$ cat src/rtl/lsd_pkg.sv
package lsd_pkg;

  // Per-cycle strobes from the pin sampler to the datapath.
  typedef struct packed {
    logic shiftRise;  // rising edge seen on the shift clock pin
    logic shiftFall;  // falling edge seen on the shift clock pin
    logic latchRise;  // rising edge seen on the latch clock pin
    logic serBit;     // serial data, aligned with the shift clock samples
  } lsd_strobe_t;

endpackage

$ cat src/rtl/lsd_sync.sv
module lsd_sync #(
  parameter int WIDTH  = 1,
  parameter int STAGES = 2
) (
  input  logic             clk,
  input  logic             rstN,
  input  logic [WIDTH-1:0] asyncIn,
  output logic [WIDTH-1:0] syncOut
);

  logic [WIDTH-1:0] chain [STAGES];

  generate
    for (genvar s = 0; s < STAGES; s++) begin : g_stage
      if (s == 0) begin : g_first
        always_ff @(posedge clk or negedge rstN) begin
          if (!rstN) chain[s] <= '0;
          else       chain[s] <= asyncIn;
        end
      end else begin : g_next
        always_ff @(posedge clk or negedge rstN) begin
          if (!rstN) chain[s] <= '0;
          else       chain[s] <= chain[s-1];
        end
      end
    end
  endgenerate

  assign syncOut = chain[STAGES-1];

endmodule

$ cat src/rtl/lsd_ctrl.sv
module lsd_ctrl
  import lsd_pkg::*;
#(
  parameter int SYNC_STAGES = 2
) (
  input  logic        clk,
  input  logic        rstN,
  input  logic        shiftClk,
  input  logic        latchClk,
  input  logic        serIn,
  output lsd_strobe_t strobes
);

  localparam int NUM_PINS = 3;

  logic [NUM_PINS-1:0] pinRaw;
  logic [NUM_PINS-1:0] pinSync;
  logic                shiftPrev;
  logic                latchPrev;

  // Data travels through the same depth as the clocks, so it stays aligned.
  assign pinRaw = {serIn, latchClk, shiftClk};

  lsd_sync #(
    .WIDTH (NUM_PINS),
    .STAGES(SYNC_STAGES)
  ) pinSync_i (
    .clk    (clk),
    .rstN   (rstN),
    .asyncIn(pinRaw),
    .syncOut(pinSync)
  );

  always_ff @(posedge clk or negedge rstN) begin
    if (!rstN) begin
      shiftPrev <= 1'b0;
      latchPrev <= 1'b0;
    end else begin
      shiftPrev <= pinSync[0];
      latchPrev <= pinSync[1];
    end
  end

  always_comb begin
    strobes.shiftRise = pinSync[0] & ~shiftPrev;
    strobes.shiftFall = ~pinSync[0] & shiftPrev;
    strobes.latchRise = pinSync[1] & ~latchPrev;
    strobes.serBit    = pinSync[2];
  end

endmodule

$ cat src/rtl/lsd_datapath.sv
module lsd_datapath
  import lsd_pkg::*;
#(
  parameter int NUM_CH = 12
) (
  input  logic              clk,
  input  logic              rstN,
  input  logic              clrN,
  input  logic              oeN,
  input  lsd_strobe_t       strobes,
  output logic              serOut,
  output logic [NUM_CH-1:0] sinkOn,
  output logic [NUM_CH-1:0] shiftStages,
  output logic [NUM_CH-1:0] storage
);

  localparam int LAST = NUM_CH - 1;

  logic anyClrN;
  assign anyClrN = rstN & clrN;

  // Shift stages: stage 0 takes new data, higher stages take the lower one.
  always_ff @(posedge clk or negedge anyClrN) begin
    if (!anyClrN)              shiftStages <= '0;
    else if (strobes.shiftRise) shiftStages <= {shiftStages[LAST-1:0], strobes.serBit};
  end

  // Storage copies the pre-shift stages, also when both edges coincide.
  always_ff @(posedge clk or negedge anyClrN) begin
    if (!anyClrN)              storage <= '0;
    else if (strobes.latchRise) storage <= shiftStages;
  end

  // Cascade output moves half a shift period after the shift itself.
  always_ff @(posedge clk or negedge anyClrN) begin
    if (!anyClrN)              serOut <= 1'b0;
    else if (strobes.shiftFall) serOut <= shiftStages[LAST];
  end

  generate
    for (genvar i = 0; i < NUM_CH; i++) begin : g_ch
      assign sinkOn[i] = ~oeN & storage[i];
    end
  endgenerate

endmodule

$ cat src/rtl/latched_sink_driver.sv
module latched_sink_driver
  import lsd_pkg::*;
#(
  parameter int NUM_CH      = 12,
  parameter int SYNC_STAGES = 2
) (
  input  logic              clk,
  input  logic              rstN,
  input  logic              shiftClk,
  input  logic              latchClk,
  input  logic              serIn,
  input  logic              clrN,
  input  logic              oeN,
  output logic              serOut,
  output logic [NUM_CH-1:0] sinkOn
);

  lsd_strobe_t       strobes;
  logic [NUM_CH-1:0] shiftStages;
  logic [NUM_CH-1:0] storage;

  lsd_ctrl #(
    .SYNC_STAGES(SYNC_STAGES)
  ) ctrl_i (
    .clk     (clk),
    .rstN    (rstN),
    .shiftClk(shiftClk),
    .latchClk(latchClk),
    .serIn   (serIn),
    .strobes (strobes)
  );

  lsd_datapath #(
    .NUM_CH(NUM_CH)
  ) dp_i (
    .clk        (clk),
    .rstN       (rstN),
    .clrN       (clrN),
    .oeN        (oeN),
    .strobes    (strobes),
    .serOut     (serOut),
    .sinkOn     (sinkOn),
    .shiftStages(shiftStages),
    .storage    (storage)
  );

endmodule

$ cat config.mk
export PLATFORM = sky130hd
export DESIGN_NAME = latched_sink_driver
export DESIGN_NICKNAME = d
export VERILOG_FILES = /design/src/rtl/lsd_pkg.sv /design/src/rtl/lsd_sync.sv /design/src/rtl/lsd_ctrl.sv /design/src/rtl/lsd_datapath.sv /design/src/rtl/latched_sink_driver.sv
export SDC_FILE = /design/constraint.sdc
export NUM_CORES = 1
export LEC_CHECK = 0
export BUFFER_PORTS_ARGS = -buffer_cell sky130_fd_sc_hd__buf_2
export CORE_UTILIZATION = 45
export DETAILED_ROUTE_END_ITERATION = 10
export PLACE_DENSITY = 0.77
export SLEW_MARGIN = 15
export SYNTH_ARGS = -nofsm -noshare
export SYNTH_HDL_FRONTEND = slang
export SYNTH_HIERARCHICAL = 1
export SYNTH_SLANG_ARGS = --single-unit
$ cat constraint.sdc
create_clock -name clk -period 1.2 [get_ports clk]
set_input_delay 0.18 -clock clk [delete_from_list [all_inputs] [get_ports clk]]
set_output_delay 0.18 -clock clk [all_outputs]
set_load 0.02 [all_outputs]
== Word-level counts from Yosys, hierarchy flattened ==
Index checks and enable logic that the tools add are counted.
Word-level totals
  register bits after elaboration: 33
  latch bits: 0
  bits in writable memories: 0
  bits in read-only memories: 0
  input bits: 7
  output and inout port bits: 13
  memories kept: 0
Operators by class
  add/sub/neg operators: 0
  multipliers: 0
  divide/modulo/power cells: 0
  $lt $le $gt $ge: 0
  eq/ne operators: 0
  shift operators: 0
  multiplexer cells: 0
  bitwise gates (word level): 20
  reductions and logical operators: 0
Operators by type and width (number)
  $and A1 B1 Y1: 16
  $not A1 Y1: 4

== Depth between registers and ports, before layout ==
  depth after elaboration: 2
  depth in mapped cells: 4
  mapped depth without buffers: 2

== Hierarchy ==
Netlist, hierarchy kept.
By module, submodules not included
  lsd_datapath: instances 1, cells each 66, area an instance 1099.8 um^2
  lsd_sync: instances 1, cells each 9, area an instance 172.7 um^2
  lsd_ctrl: instances 1, cells each 5, area an instance 71.3 um^2

== Worst setup path before layout ==
OpenSTA, ideal clock, no wires.
  path kind: register to register
  start: reg ctrl_i.pinSync_i.chain, in the netlist ctrl_i/pinSync_i/syncOut[0]
  end: reg dp_i.shiftStages[10]
  arrival: 1.125 ns
  data required time: 1.075 ns
  slack: -0.050 ns
  stages on the path, launching flop included: 5
  path buffers: 2
  path through: dfrtp_1 buf_4 nor2b_1 buf_6 mux2_4
RTL lines
  start: declaration: RTL line lsd_sync.sv:11  | logic [WIDTH-1:0] chain [STAGES];
  start signal: indexed assignment: RTL line lsd_sync.sv:23  | else chain[s] <= chain[s-1];
  end signal: assignment: RTL line lsd_datapath.sv:25  | else if (strobes.shiftRise) shiftStages <= {shiftStages[LAST-1:0], strobes.serBit};
  end: declaration: RTL line lsd_datapath.sv:13  | output logic [NUM_CH-1:0] shiftStages,

== Worst setup path in the final report ==
  start: reg dp_i.storage[1]
  end: out sinkOn[1]
On the way
  cells in the longest elaborated chain, start to end: 1
Ends and longest elaborated chain
  start: declaration: RTL line lsd_datapath.sv:14  | output logic [NUM_CH-1:0] storage
  start signal: assignment: RTL line lsd_datapath.sv:31  | else if (strobes.latchRise) storage <= shiftStages;
  $and A1 B1 Y1: RTL line lsd_datapath.sv:42  | assign sinkOn[i] = ~oeN & storage[i];
  end: declaration: RTL line latched_sink_driver.sv:15  | output logic [NUM_CH-1:0] sinkOn
Every way passes these cells.

==> metrics.csv <==
stage,metric,value,unit
status,outcome,finished clean,
pwr,p_leak,0.8912,nW
placed_design,dpl.hpwl,1368,um
yosys,yosysWarningCount,6,
pwr,pwr-share-comb,37.2,%
global_route,grt.total_usage,15.06,%
yosys,synth_area_per_cell,16.80,um2
finish,n_antenna_cell,0,
global_route,grt-ovfl-total,0,
finish,nFillCells,212,
critical_path,critPathMaxFanout,2,
yosys,ys_seq_elements,33,
floorplanning,die_width,56.65,um
pwr,internal-power,2.653,mW
floorplanning,start_util,48.31,%
timing,relSlewSlack,79.53,%
run,max_cap_violations,0,
drt,drt-total-wl,2115,um
finish,final_cells,153,
placed_design,dp_slack,-0.002067,ns
timing,grt_setup_unrepaired,true,
global_route,grt_pass1_vias,739,
yosys,syn_inst,80,
timing,hold_viol,0,
pwr,swShare,27.63,%
critical_path,cp.arrival,1.02,ns
global_route,antenna_found_initial,0,
placed_design,globalplace.congestion,0.7515,
floorplanning,dieHeight,56.65,um
critical_path,critPathSlowestCell,dfrtp_1,
timing,setup_slack,0.003670,ns
clock_network,cts_buffers,5,
drt,drt_iter0_markers,3,
drt,viasPerCell,4.856,
drt,ant_nets,0,
clock_network,root_buffer,clkbuf_4,
finish,layout.nets,128,
pwr,peakVddDrop,1.619,mV
critical_path,crit_buf_inv,1,
clock_network,htree_levels,2,
critical_path,end_kind,primary output,
hold_path,hold_path_class,input port to asynchronous set/reset pin,
drt,wl_per_cell,13.82,um
yosys,seq_area_frac_synth,61.45,%
timing,slew_viol_final,0,
pwr,switchingPower,1.013,mW
critical_path,crit_type,register to primary output,
timing,setup_violations,0,
placed_design,dp_cells,128,
critical_path,required,1.02,ns
placed_design,port_buffers,19,
floorplanning,num_io_pins,20,
drt,num_vias,743,
clock_network,tritoncts,built,
finish,drive_above_1_share,56.56,%
global_route,grt_max_degree,26,
clock_network,cts_sinks,33,
clock_network,clockBufferDepth,2,
yosys,syn_nets,87,
global_route,grt_pass1_wl,3456,um
critical_path,critical_path.top_delay_family,flip-flops,
pwr,power,3.666,mW
pwr,sequentialPowerShare,47.4,%
pwr,power.density,2104,mW/mm2
pwr,pwr-share-clk,15.4,%
finish,syn_to_final_growth,29.70,%
floorplanning,die_area,0.003209,mm2
critical_path,cpPeakStageDelay,0.39,ns
timing,fin_crit,1.196,ns
critical_path,startpoint_type,register,
timing,worst_pin_slew,0.3071,ns
timing,finClkSkew,0.006113,ns
floorplanning,coreArea,0.002781,mm2
timing,fin_crit_sh,99.69,%
yosys,yosysUniqueCellTypes,10,
clock_network,cts.clk_slew.worst_paths,0.09,ns
yosys,netlist_area,0.001344,mm2
critical_path,crit_chain,and2b_1 > buf_6,
drt,drc,0,
clock_network,clkLatencyLatePin,0.32,ns
timing,max_freq,0.8359,GHz
floorplanning,rows,19,
drt,firstDrtPassIters,4,
[timing repair]
item | CTS | global route
gates resized for setup | 4 | 19
buffers inserted | 8 | 4
hold endpoints to repair | 36 | 0
endpoints found under the setup margin | 15 | 22
hold buffers | 5 | 0
[power by group through the flow]
stage	Clock, mW	Sequential (mW)	Combinational (mW)
floorplan	0	1.68	0.773
CTS	0.586	1.73	1.18
finish	0.563	1.74	1.36
global route	0.638	1.78	1.45
detailed placement	0	1.77	0.954
global placement	0	1.74	0.930
[placed cells by master (no fill, tap or decap), drive strengths merged]
cell type    netlist  layout
nor2b              6       6
dlygate4sd3        0       5
mux2              25      25
dfrtp             33      33
and2               1       1
clkbuf             1       8
buf                5      35
and2b              9       9
[per-stage QoR]
| stage | hold slack, ns | util (%) | area, um2 | setup TNS [ns] |
|---|---|---|---|---|
| after floorplan | -0.1156 | - | 1349 | 0 |
| after CTS | 0.2071 | 59.24 | 1648 | -0.05168 |
| after global placement | 0.02549 | 53.08 | 1476 | 0 |
| final | 0.2186 | 62.66 | 1743 | 0 |
| after global routing | 0.2123 | 62.66 | 1743 | -0.2702 |
| after detailed placement | 0.03032 | 53.08 | 1476 | -0.002067 |
[path summary, 6_finish.rpt]
| path | slack (ns) | to | start | cells past startpoint |
|---|---|---|---|---|
| worst max register to register | 0.04 | dp_i/storage[11]$_DFFE_PN0P_ | ctrl_i/latchPrev$_DFF_PN0_ | 3 |
| worst max-delay path | 0.004 | sinkOn[1] | dp_i/storage[1]$_DFFE_PN0P_ | 2 |
| worst min-delay path | 0.22 | ctrl_i/pinSync_i/chain[3]$_DFF_PN0_ | rstN | 2 |
| worst min register to register | 0.36 | ctrl_i/pinSync_i/syncOut[1]$_DFF_PN0_ | ctrl_i/pinSync_i/chain[4]$_DFF_PN0_ | 0 |
| min in group clk | 0.36 | ctrl_i/pinSync_i/syncOut[1]$_DFF_PN0_ | ctrl_i/pinSync_i/chain[4]$_DFF_PN0_ | 0 |
| max in group asynchronous | 0.33 | dp_i/storage[0]$_DFFE_PN0P_ | rstN | 4 |
[state kept, by name, indices dropped and copies added, names as in the netlist]
register,flops
dp_i/serOut,1
dp_i/shiftStages,12
dp_i/storage,12
ctrl_i/latchPrev,1
ctrl_i/shiftPrev,1
ctrl_i/pinSync_i/syncOut,3
ctrl_i/pinSync_i/chain,3
[cells in the mapped netlist, drive strengths merged]
cell type | n | share of area, %
and2 | 1 | 0.47
nor2b | 6 | 2.8
mux2 | 25 | 27
buf | 5 | 3.4
and2b | 9 | 5.1
dfrtp | 33 | 61
clkbuf | 1 | 0.28
[layout make-up]
type                            instances  area (um2)  area share [%]
Tap cell                               31       38.79           2.225
Sequential cell                        33       825.8           47.38
Clock buffer                            8       48.80           2.800
Timing Repair Buffer                   40       337.8           19.38
Multi-Input combinational cell         41       491.7           28.21
[kinds of logic (layout without fill, tap and decap cells)]
| group | after synthesis | count (layout) | synth area share (%) |
|---|---|---|---|
| flip-flops | 33 | 33 | 61.45 |
| AND/OR/NAND/NOR | 16 | 16 | 8.381 |
| buffers and inverters | 6 | 48 | 3.631 |
| multiplexers | 25 | 25 | 26.54 |
[per-layer routing]
metal	up-vias	global-route usage, %	routed length (um)
li1	343	-	-
met1	374	18.55	905
met2	19	22.69	1087
met3	7	5.069	73
met4	0	9.408	48
met5	-	0	0
(Power assumes the default switching activity.)
